$ cat src/rtl/vsnoop_pkg.sv
package vsnoop_pkg;

  localparam int NIB_W = 4;

  localparam logic [NIB_W-1:0] PKT_CTRL = 4'hF;

  typedef enum logic [1:0] {
    ST_IDLE,
    ST_CTRL,
    ST_SKIP
  } snoop_state_e;

endpackage

$ cat src/rtl/vsnoop_beat_reg.sv
module vsnoop_beat_reg
  import vsnoop_pkg::*;
(
  input  logic             clk_i,
  input  logic             rst_ni,
  input  logic             valid_i,
  input  logic             ready_i,
  input  logic             sop_i,
  input  logic             eop_i,
  input  logic [NIB_W-1:0] nib_i,
  output logic             beat_vld_o,
  output logic             beat_sop_o,
  output logic             beat_eop_o,
  output logic [NIB_W-1:0] beat_nib_o
);

  logic             xfer;
  logic             vld_q, sop_q, eop_q;
  logic [NIB_W-1:0] nib_q;

  assign xfer = valid_i & ready_i;

  // qualifier follows the handshake every cycle, so it never sticks high
  always_ff @(posedge clk_i or negedge rst_ni) begin
    if (!rst_ni) begin
      vld_q <= 1'b0;
      sop_q <= 1'b0;
      eop_q <= 1'b0;
      nib_q <= '0;
    end else begin
      vld_q <= xfer;
      if (xfer) begin
        sop_q <= sop_i;
        eop_q <= eop_i;
        nib_q <= nib_i;
      end
    end
  end

  assign beat_vld_o = vld_q;
  assign beat_sop_o = sop_q;
  assign beat_eop_o = eop_q;
  assign beat_nib_o = nib_q;

endmodule

$ cat src/rtl/vsnoop_nib_acc.sv
module vsnoop_nib_acc
  import vsnoop_pkg::*;
#(
  parameter int SLOTS = 8,
  parameter int CNT_W = $clog2(SLOTS + 1)
) (
  input  logic                   clk_i,
  input  logic                   rst_ni,
  input  logic                   clr_i,
  input  logic                   shift_i,
  input  logic [NIB_W-1:0]       nib_i,
  output logic [CNT_W-1:0]       cnt_o,
  output logic [SLOTS*NIB_W-1:0] payload_o
);

  logic [CNT_W-1:0] cnt_q;

  always_ff @(posedge clk_i or negedge rst_ni) begin
    if (!rst_ni)      cnt_q <= '0;
    else if (clr_i)   cnt_q <= '0;
    else if (shift_i) cnt_q <= cnt_q + CNT_W'(1);
  end

  assign cnt_o = cnt_q;

  // slot 0 is the first nibble and lands in the top of the payload
  for (genvar k = 0; k < SLOTS; k++) begin : g_slot
    logic [NIB_W-1:0] slot_q;
    always_ff @(posedge clk_i or negedge rst_ni) begin
      if (!rst_ni)                               slot_q <= '0;
      else if (shift_i && cnt_q == CNT_W'(k))    slot_q <= nib_i;
    end
    assign payload_o[(SLOTS-1-k)*NIB_W +: NIB_W] = slot_q;
  end

endmodule

$ cat src/rtl/vsnoop_ctrl_fsm.sv
module vsnoop_ctrl_fsm
  import vsnoop_pkg::*;
#(
  parameter int CNT_W    = 4,
  parameter int LAST_CNT = 8
) (
  input  logic             clk_i,
  input  logic             rst_ni,
  input  logic             beat_vld_i,
  input  logic             beat_sop_i,
  input  logic             beat_eop_i,
  input  logic [NIB_W-1:0] beat_nib_i,
  input  logic [CNT_W-1:0] cnt_i,
  output logic             clr_o,
  output logic             shift_o,
  output logic             commit_o,
  output logic             short_o
);

  snoop_state_e state_q, state_d;
  logic         last_nib;

  assign last_nib = (cnt_i == CNT_W'(LAST_CNT));

  always_comb begin
    state_d  = state_q;
    clr_o    = 1'b0;
    shift_o  = 1'b0;
    commit_o = 1'b0;
    short_o  = 1'b0;
    // every move is gated by a completed transfer
    if (beat_vld_i) begin
      if (beat_sop_i) begin
        clr_o = 1'b1;
        if (beat_nib_i == PKT_CTRL) begin
          if (beat_eop_i) begin
            short_o = 1'b1;
            state_d = ST_IDLE;
          end else begin
            state_d = ST_CTRL;
          end
        end else begin
          state_d = beat_eop_i ? ST_IDLE : ST_SKIP;
        end
      end else begin
        unique case (state_q)
          ST_CTRL: begin
            if (last_nib) begin
              commit_o = 1'b1;
              state_d  = beat_eop_i ? ST_IDLE : ST_SKIP;
            end else begin
              shift_o = 1'b1;
              if (beat_eop_i) begin
                short_o = 1'b1;
                state_d = ST_IDLE;
              end
            end
          end
          ST_SKIP: if (beat_eop_i) state_d = ST_IDLE;
          default: state_d = ST_IDLE;
        endcase
      end
    end
  end

  always_ff @(posedge clk_i or negedge rst_ni) begin
    if (!rst_ni) state_q <= ST_IDLE;
    else         state_q <= state_d;
  end

endmodule

$ cat src/rtl/vsnoop_ctrl_decoder.sv
module vsnoop_ctrl_decoder
  import vsnoop_pkg::*;
#(
  parameter int DATA_W = 24,
  parameter int DIM_W  = 16
) (
  input  logic              clk_i,
  input  logic              rst_ni,
  input  logic              valid_i,
  input  logic              ready_i,
  input  logic              sop_i,
  input  logic              eop_i,
  input  logic [DATA_W-1:0] data_i,
  output logic [DIM_W-1:0]  width_o,
  output logic [DIM_W-1:0]  height_o,
  output logic [NIB_W-1:0]  interlace_o,
  output logic              upd_o,
  output logic              err_o
);

  localparam int NIB_PER_DIM = DIM_W / NIB_W;
  localparam int SLOTS       = 2 * NIB_PER_DIM;
  localparam int PAY_W       = SLOTS * NIB_W;
  localparam int CNT_W       = $clog2(SLOTS + 1);

  logic             beat_vld, beat_sop, beat_eop;
  logic [NIB_W-1:0] beat_nib;
  logic             clr, shift, commit, short_pkt;
  logic [CNT_W-1:0] cnt;
  logic [PAY_W-1:0] payload;

  if (DATA_W > NIB_W) begin : g_hi
    logic unused_hi;
    assign unused_hi = ^data_i[DATA_W-1:NIB_W];
  end

  vsnoop_beat_reg u_beat (
    .clk_i      (clk_i),
    .rst_ni     (rst_ni),
    .valid_i    (valid_i),
    .ready_i    (ready_i),
    .sop_i      (sop_i),
    .eop_i      (eop_i),
    .nib_i      (data_i[NIB_W-1:0]),
    .beat_vld_o (beat_vld),
    .beat_sop_o (beat_sop),
    .beat_eop_o (beat_eop),
    .beat_nib_o (beat_nib)
  );

  vsnoop_nib_acc #(
    .SLOTS (SLOTS),
    .CNT_W (CNT_W)
  ) u_acc (
    .clk_i     (clk_i),
    .rst_ni    (rst_ni),
    .clr_i     (clr),
    .shift_i   (shift),
    .nib_i     (beat_nib),
    .cnt_o     (cnt),
    .payload_o (payload)
  );

  vsnoop_ctrl_fsm #(
    .CNT_W    (CNT_W),
    .LAST_CNT (SLOTS)
  ) u_fsm (
    .clk_i      (clk_i),
    .rst_ni     (rst_ni),
    .beat_vld_i (beat_vld),
    .beat_sop_i (beat_sop),
    .beat_eop_i (beat_eop),
    .beat_nib_i (beat_nib),
    .cnt_i      (cnt),
    .clr_o      (clr),
    .shift_o    (shift),
    .commit_o   (commit),
    .short_o    (short_pkt)
  );

  logic [DIM_W-1:0] width_q, height_q;
  logic [NIB_W-1:0] il_q;
  logic             upd_q, err_q;

  always_ff @(posedge clk_i or negedge rst_ni) begin
    if (!rst_ni) begin
      width_q  <= '0;
      height_q <= '0;
      il_q     <= '0;
      upd_q    <= 1'b0;
      err_q    <= 1'b0;
    end else begin
      upd_q <= commit;
      err_q <= short_pkt;
      if (commit) begin
        width_q  <= payload[PAY_W-1 -: DIM_W];
        height_q <= payload[DIM_W-1:0];
        il_q     <= beat_nib;
      end
    end
  end

  assign width_o     = width_q;
  assign height_o    = height_q;
  assign interlace_o = il_q;
  assign upd_o       = upd_q;
  assign err_o       = err_q;

endmodule

$ cat config.mk
export PLATFORM = sky130hd
export DESIGN_NAME = vsnoop_ctrl_decoder
export DESIGN_NICKNAME = d
export VERILOG_FILES = /design/src/rtl/vsnoop_pkg.sv /design/src/rtl/vsnoop_beat_reg.sv /design/src/rtl/vsnoop_nib_acc.sv /design/src/rtl/vsnoop_ctrl_fsm.sv /design/src/rtl/vsnoop_ctrl_decoder.sv
export SDC_FILE = /design/constraint.sdc
export NUM_CORES = 1
export LEC_CHECK = 0
export BUFFER_PORTS_ARGS = -buffer_cell sky130_fd_sc_hd__buf_2
export CAP_MARGIN = 20
export CORE_UTILIZATION = 40
export CTS_CLUSTER_SIZE = 25
export DETAILED_ROUTE_END_ITERATION = 12
export GPL_TIMING_DRIVEN = 0
export SYNTH_ARGS = -nofsm -noshare
export SYNTH_HDL_FRONTEND = slang
export SYNTH_HIERARCHICAL = 1
export SYNTH_SLANG_ARGS = --single-unit
$ cat constraint.sdc
create_clock -name clk_i -period 2.45 [get_ports clk_i]
set_input_delay 0.3675 -clock clk_i [delete_from_list [all_inputs] [get_ports clk_i]]
set_output_delay 0.3675 -clock clk_i [all_outputs]
set_load 0.05 [all_outputs]
Word-level counts from Yosys, hierarchy flattened:

Cells that the tools add are included.
W data, S select, Z words.

* register bits after elaboration: 83
* latch bits: 0
* bits in writable memories: 0
* ROM bits: 0
* input port bits: 30
* output and inout bits: 38
* word-level logic and storage cells: 67
* memories kept: 0

* $add $sub $neg: 1
* multiply operators: 0
* divide/modulo/power cells: 0
* magnitude comparators: 0
* equal/unequal tests: 11
* shifts and indexed selects: 0
* muxes and demuxes: 25
* bitwise logic cells: 1
* reductions and logical operators: 10

Operators with widths (count)
* $mux W1: 17
* $eq A4 B3 Y1 const B: 4
* $mux W2: 5
* $eq A4 B2 Y1 const B: 2
* $eq A4 B4 Y1 const B: 2
* $logic_and A1 B1 Y1: 8
* $mux W4: 2
* $add A4 B1 Y4 const B: 1
* $eq A4 B1 Y1 const B: 1
* $logic_not A4 Y1: 1
* $pmux W2 S2: 1
* $eq A2 B1 Y1 const B: 1
* $eq A2 B2 Y1 const B: 1
* $reduce_bool A2 Y1: 1
* $and A1 B1 Y1: 1

Logic depth before layout (Yosys ltp):

Gate-level depths: netlist of the first run.

* word-level depth: 7
* depth in mapped cells: 6
* depth with buffers taken out: 5

Cells and area by module:

Netlist of the first run, hierarchy kept.

Modules (own cells, without submodules)
* vsnoop_ctrl_decoder: times used 1, cells each 78, area each 1540.2 um^2, seq. area each 950.9 um^2
* vsnoop_nib_acc: times used 1, cells each 96, area each 1501.4 um^2, seq. area each 900.9 um^2
* vsnoop_beat_reg: times used 1, cells each 15, area each 252.7 um^2, seq. area each 175.2 um^2
* vsnoop_ctrl_fsm: times used 1, cells each 26, area each 235.2 um^2, seq. area each 50.0 um^2

Worst setup path before layout of the first run:

No wires, ideal clock.

* kind: register -> register
* from: register u_acc.cnt_q[1], in the netlist u_acc/cnt_o[1]
* to: register u_acc.g_slot[5].slot_q[0]
* library setup time: 125 ps
* arrival: 1905 ps
* required time: 2325 ps
* setup slack: 420 ps
* stages on the path, launching flop included: 6
* path buffers: 1
* period minus slack after synthesis: 2030 ps
* cell sequence: dfrtp_1 -> or4b_4 -> and4b_2 -> buf_4 -> nand4b_1 -> mux2_2

* cells in the longest elaborated chain, start to end: 6
* elaborated cells on any way between the ends: 7
* those cells by class: eq/ne: 2; mux: 4; reduce/logical: 1

RTL lines
* from (decl): line vsnoop_nib_acc.sv:16 `logic [CNT_W-1:0] cnt_q;`
* from (signal assigned): line vsnoop_nib_acc.sv:21 `else if (shift_i) cnt_q <= cnt_q + CNT_W'(1);`
* $eq A4 B4 Y1: line vsnoop_ctrl_fsm.sv:23 `assign last_nib = (cnt_i == CNT_W'(LAST_CNT));`
* $mux W1: line vsnoop_ctrl_fsm.sv:48 `if (last_nib) begin`
* $mux W1: line vsnoop_ctrl_fsm.sv:46 `unique case (state_q)`
* $mux W1: line vsnoop_ctrl_fsm.sv:33 `if (beat_sop_i) begin`
* $mux W1: line vsnoop_ctrl_fsm.sv:32 `if (beat_vld_i) begin`
* via shift: line vsnoop_ctrl_decoder.sv:28 `logic clr, shift, commit, short_pkt;`
* $logic_and A1 B1 Y1: line vsnoop_nib_acc.sv:31 `else if (shift_i && cnt_q == CNT_W'(k)) slot_q <= nib_i;`
* to (signal assigned): line vsnoop_nib_acc.sv:31
* to (decl): line vsnoop_nib_acc.sv:28 `logic [NIB_W-1:0] slot_q;`

The timed path passes the listed nets, and every way through them passes these cells.
A chain may end at the register's enable or synchronous reset.

Final worst setup path of the first run:

* from: register u_acc.cnt_q[1], in the netlist u_acc/cnt_o[1]
* to: register u_acc.g_slot[7].slot_q[0]

* cells in the longest elaborated chain, start to end: 6
* elaborated cells on any way between the ends: 7
* those cells by class: eq/ne: 2; mux: 4; reduce/logical: 1

RTL lines (line)
* $eq A4 B4 Y1: vsnoop_ctrl_fsm.sv:23
* $mux W1: vsnoop_ctrl_fsm.sv:48
* $mux W1: vsnoop_ctrl_fsm.sv:46
* $mux W1: vsnoop_ctrl_fsm.sv:33
* $mux W1: vsnoop_ctrl_fsm.sv:32
* via shift: vsnoop_ctrl_decoder.sv:28
* $logic_and A1 B1 Y1: vsnoop_nib_acc.sv:31
* to (signal assigned): vsnoop_nib_acc.sv:31
* to (decl): vsnoop_nib_acc.sv:28

The timed path passes the listed nets, and every way through them passes these cells.

==> impl_metrics.ini, run 1 <==
[sta]
rsz0062_at_grt = no
setup_tns_ns = 0
hold_violations = 0
fin_crit_sh_pct = 90.8
setup_viol = 0
finClkSkew_ns = 0.0146
fmax_mhz = 450
period_needed_ns = 2.22
maxSlewHeadroom_pct = 68.2
setup_ws_ns = 0.226
worst_slew_pin_slew_ns = 0.477
final-max-slew-violation-count = 0

[power_and_ir_drop]
vdd_drop_max_mv = 0.334
p_leak_uw = 0.00216
powerDensity_nw_per_um2 = 640

[clock_tree]
numCtsBuffers = 9
cts-resized-gates = 0
ctsHoldBuffers = 1
clk_path_buf_depth = 2
cts_root_buffer = clkbuf_8
cts_tree = yes
clk_pin_slew_ns = 0.08
insertion_delay_ns = 0.35
cts_num_sinks = 83
cts-htree-levels = 3
post_cts_buffers = 0

[route]
wl_per_cell_um = 15.8
vias_per_cell = 5.00
wl_mm = 6.09
drt-initial-drc-count = 48
drt-pass1-iter-count = 4
ant_nets = 0
route.vias.total = 1925
drcViolationCount = 0

[yosys]
syn_nets = 251
syn-mean-instance-area_um2 = 16.4
synth-edff-count = 0
synth_most_common_cell = dfrtp_1
syn_inst = 215
yosysTopAreaCell = dfrtp_1
synth_top_area_share_pct = 58.8
synth_common_cells = 83 x dfrtp_1, 38 x mux2_2, 30 x mux2_4
async_flop_share_pct = 100
ys_ff_latch = 83
synth_area_leaders = dfrtp_1 59%, mux2_4 13%, mux2_2 12%
yosys_warnings = 6
yosysSeqAreaShare_pct = 58.8
synthDistinctLibCells = 38
netlist_area_um2 = 3530
synth-main-ff-cell = dfrtp_1

[global_route]
grt_max_degree = 70
gr-usage-met2_pct = 22.6
use_met1_pct = 19.9
grt_pass1_wl_mm = 9.98
grt_use_met3_pct = 3.16
grt.busiest_layer = met2
grt_pass1_vias = 1977
grt_usage_pct = 14.9
antenna_found_initial = 0
overflow = 0

[floorplanning]
start_util_pct = 42.1
ios = 68
rows = 33
die_y_um = 95.9
die-area_um2 = 9200
core-area_um2 = 8380
die-width_um = 95.9

[placement]
portBuffers = 47
place_ws_ns = 0.240
gp_congestion = 0.730
dp_hpwl_mm = 3.94

[final_layout]
multi_input_area_um2 = 1350
ff_latch_area_um2 = 2080
insertedDiodeCount = 0
layout-drive-gt1-share_pct = 52.5
nFillCells = 754
syn_to_final_growth_pct = 18.1
nets = 311

[worst_setup_path]
crit_fanout = 10
critPathLaunch = u_acc/cnt_o[1]
crit_type = reg -> reg
cp_slowest_cell = or4b_4
reg2reg_from = u_acc/cnt_o[1]
cp_cell_sequence = or4b_4 > and4b_2 > buf_4 > nand4b_1 > mux2_2
cp-end-kind = flip-flop
critical_path.max_stage_delay_ns = 0.59
cp.required_ns = 2.68
startpoint_type = flip-flop
crit_arrival_ns = 2.45

[min_path]
hold_start = data_i[3]
hp-class = in -> reg

[run]
maxCapViolations = 0

[status]
status = finished, final reports clean
final cells by class:
class / instances / share of cell area (%)
Clock inverter: 6 / 2.28
Multi-Input combinational cell: 120 / 32.3
Tap cell: 105 / 3.15
Timing Repair Buffer: 49 / 6.60
Clock buffer: 10 / 3.30
Buffer: 7 / 2.13
Inverter: 5 / 0.450
Sequential cell: 83 / 49.8
per-stage QoR:
step	std cells	util [%]	total power [uW]	instance area, um^2	hold WS (ns)
6_report	385	49.7	2670	4170	0.252
5_1_grt	385	49.7	2780	4170	0.244
4_1_cts	385	49.7	2700	4170	0.238
3_5_place_dp	368	46.8	1580	3930	0.249
3_3_place_gp	367	46.5	1570	3900	0.469
2_1_floorplan	215	-	1500	3530	0.0719
worst max-delay path, delay by kind of cell, from the launching register on:
kind / cells / cell delay [ns]
buf+inv: 1 / 0.18
flops: 1 / 0.46
mux: 1 / 0.36
simple gates: 3 / 1.11
report_power, final:
group	internal, uW	switching (uW)	leakage, uW
sequential	1390	58.0	0.00114
clock	613	507	0.000117
combinational	46.3	50.8	0.000899
path summary, 6_finish.rpt:
| check | slack, ns | depth (start not counted) | to |
|---|---|---|---|
| min in group asynchronous | 0.43 | 2 | width_o[2] |
| worst max-delay path | 0.23 | 5 | u_acc/g_slot[7].slot_q[0] |
| worst min-delay path | 0.25 | 2 | u_beat/beat_nib_o[3] |
| worst min register to register | 0.50 | 1 | width_o[14] |
| max in group asynchronous | 1.44 | 3 | u_acc/g_slot[2].slot_q[1] |
| worst max register to register | 0.23 | 5 | u_acc/g_slot[7].slot_q[0] |
cell usage in the layout, fill, tap and decap left out, types with 2 or more instances in the layout:
cell type / count
nand3b_1: 3
nor2_1: 3
buf_4: 2
mux2_1: 7
mux2_2: 38
nor4b_1: 2
dfrtp_1: 83
ha_1: 6
nand2_1: 2
a21oi_1: 2
buf_12: 3
and4bb_1: 2
buf_2: 48
clkbuf_8: 10
bufinv_16: 2
nand4b_1: 4
inv_1: 5
clkinv_4: 2
mux2_4: 30
inv_6: 2
cell families (layout without fill, tap and decap cells):
family,Yosys count,count (layout),synth area share [%]
DFF,83,83,58.8
muxes,76,76,27.4
and+or+nand+nor,29,29,6.70
buffers and inverters,12,77,3.05
AOI/OAI and AO/OA,8,8,1.63
adders and majority gates,6,6,2.13
xor gates and xnor gates,1,1,0.248
state kept, by name, summed over array words and instances, names as in the netlist, 2 cells and up:
signal / flops
width_o: 16
u_acc/g_slot.slot_q: 32
u_acc/cnt_o: 4
height_o: 16
u_beat/beat_nib_o: 4
interlace_o: 4
u_fsm/state_q: 2
metal layers:
metal,vias to the layer above,part of all wire [%]
li1,898,-
met1,975,49
met2,38,45
met3,14,3.2
met4,0,3.1
met5,-,0
(Power assumes the default switching activity.)
==> inputs of run 2 (changes only) <==
--- a/config.mk
+++ b/config.mk
@@ -7,10 +7,11 @@
 export LEC_CHECK = 0
 export BUFFER_PORTS_ARGS = -buffer_cell sky130_fd_sc_hd__buf_2
 export CAP_MARGIN = 20
-export CORE_UTILIZATION = 40
+export CORE_UTILIZATION = 45
 export CTS_CLUSTER_SIZE = 25
 export DETAILED_ROUTE_END_ITERATION = 12
 export GPL_TIMING_DRIVEN = 0
+export PLACE_DENSITY = 0.67
 export SYNTH_ARGS = -nofsm -noshare
 export SYNTH_HDL_FRONTEND = slang
 export SYNTH_HIERARCHICAL = 1
==> run 2 against run 1 <==
Clock power is 6% higher. Global-route usage up 1.2 points. Fmax hardly changed. Die area decreased by 11%. Cell count shrank 1.6%. Largest cell class unchanged.
==> impl_metrics.ini, run 2 (same netlist as run 1, synthesis figures left out) <==
[status]
status = finished, final reports clean

[min_path]
hp-class = in -> reg

[global_route]
grt_pass1_vias = 1955
antenna_found_initial = 0
grt_pass1_wl_mm = 10.1
grt_max_degree = 60
grt_usage_pct = 16.1
overflow = 0

[worst_setup_path]
reg2reg_from = u_acc/cnt_o[1]
cp_slowest_cell = or4b_4
critical_path.max_stage_delay_ns = 0.59
cp_cell_sequence = or4b_4 > and4b_2 > buf_4 > nand4b_1 > mux2_2
crit_family = simple AND/OR/NAND/NOR gates
crit_fanout = 10
critPathBufInv = 1
critPathLaunch = u_acc/cnt_o[1]
crit_cells = 5
r2r-end = u_acc/g_slot[7].slot_q[1]
cp.required_ns = 2.69
ff2ff_setup_slack_ns = 0.23
crit_type = reg -> reg
cp-end-kind = flip-flop
r2r_cells = 5
endpoint = u_acc/g_slot[7].slot_q[1]
crit_arrival_ns = 2.46
startpoint_type = flip-flop

[floorplanning]
rows = 31
die-width_um = 90.6
core-area_um2 = 7410
ios = 68
die_y_um = 90.6
start_util_pct = 47.6
die-area_um2 = 8200

[clock_tree]
numCtsBuffers = 9
cts_num_sinks = 83
clk_pin_slew_ns = 0.08
post_cts_buffers = 0
clk_path_buf_depth = 2
cts-htree-levels = 3
cts-resized-gates = 0
insertion_delay_ns = 0.35
cts_root_buffer = clkbuf_8
cts_tree = yes

[final_layout]
insertedDiodeCount = 0
final_common_cell = dfrtp_1
layout-drive-gt1-share_pct = 52.5
nFillCells = 616
ff_latch_area_um2 = 2080
largest_register = u_acc/g_slot.slot_q
multi_input_area_um2 = 1350
fin_cells = 379
layout_common_cells = 83 x dfrtp_1, 48 x buf_2, 38 x mux2_2
final_util_pct = 56.4
largest_reg_flops = 32
syn_to_final_growth_pct = 18.4
nets = 311

[sta]
final-max-slew-violation-count = 0
worst_slew_pin_slew_ns = 0.479
fin_crit_sh_pct = 90.8
hold_violations = 0
setup_viol = 0
fmax_mhz = 450
rsz0062_at_grt = no
setup_tns_ns = 0
finClkSkew_ns = 0.0102
period_needed_ns = 2.22
maxSlewHeadroom_pct = 68.1

[run]
maxCapViolations = 0

[power_and_ir_drop]
p_leak_uw = 0.00217
pwr-share-seq_pct = 52.9
vdd_drop_max_mv = 0.336
p_int_uw = 2150
powerDensity_nw_per_um2 = 656
swShare_pct = 21.7
combPwrFrac_pct = 3.6
total_power_uw = 2740
power_switching_uw = 595
power.share.clock_pct = 43.5

[placement]
portBuffers = 47
dpl.cell_count = 362
dp_hpwl_mm = 3.93
gp_congestion = 0.723

[route]
vias_per_cell = 5.10
drt-pass1-iter-count = 4
wl_per_cell_um = 15.7
wl_mm = 5.96
drcViolationCount = 0
route.vias.total = 1933
drt-initial-drc-count = 82
ant_nets = 0
==> run 2: cell types whose count changed in the layout (fill, tap and decap cells not counted), sizes merged <==
| cell | change |
|---|---|
| bufinv | +1 |
| clkinv | +1 |
| inv | -2 |
==> run 2: timing repair <==
| action | 4_1_cts | 5_1_grt |
|---|---|---|
| hold endpoints to repair | 24 | 0 |
| setup endpoints to repair | 0 | 0 |
| hold buffers | 1 | 0 |
==> run 2: layout make-up <==
cell class | count | area share [%]
repair buffers | 49 | 6.59
flip-flops and latches | 83 | 49.7
clock inverters | 6 | 2.69
well taps | 99 | 2.96
multi-input cells | 120 | 32.2
plain buffers | 7 | 2.13
clock buffers | 10 | 3.29
inverters | 5 | 0.449
==> run 2: power groups by stage <==
stage	clock, uW	sequential, uW	combinational, uW
final	1190	1450	98.0
after global routing	1290	1460	111
after detailed placement	0	1480	97.5
after global placement	0	1480	89.0
after floorplan	0	1450	49.9
after CTS	1230	1450	100
==> run 2: layer usage <==
layer  vias to the layer above  wire (um)  GRT usage, %
met3                        13        163          3.54
met4                         0        142          8.60
met1                       978       2830          22.4
li1                        902          -             -
met2                        40       2830          23.6
met5                         -          0             0
==> run 2: worst register-to-register path, delay by kind of cell (launching register included) <==
kind          cells  cell delay [ns]
simple gates      3             1.11
mux               1             0.37
buf+inv           1             0.18
flops             1             0.46
==> run 2: worst min path at each step <==
stage | startpoint | endpoint | cells after the start
4_1_cts | data_i[3] | u_beat/beat_nib_o[3] | 2
5_1_grt | eop_i | u_beat/beat_eop_o | 2
3_5_place_dp | rst_ni | width_o[2] | 1
2_1_floorplan | rst_ni | err_o | 0
3_3_place_gp | u_acc/g_slot[3].slot_q[3] | u_acc/g_slot[3].slot_q[3] | 1
6_report | data_i[3] | u_beat/beat_nib_o[3] | 2
==> run 2: through the flow <==
step	hold slack (ns)	setup WS, ns	instance area (um^2)
after floorplan	0.0719	0.420	3530
after CTS	0.222	0.214	4180
after detailed placement	0.300	0.230	3920
after global routing	0.225	0.138	4180
after global placement	0.467	0.246	3890
final	0.239	0.226	4180
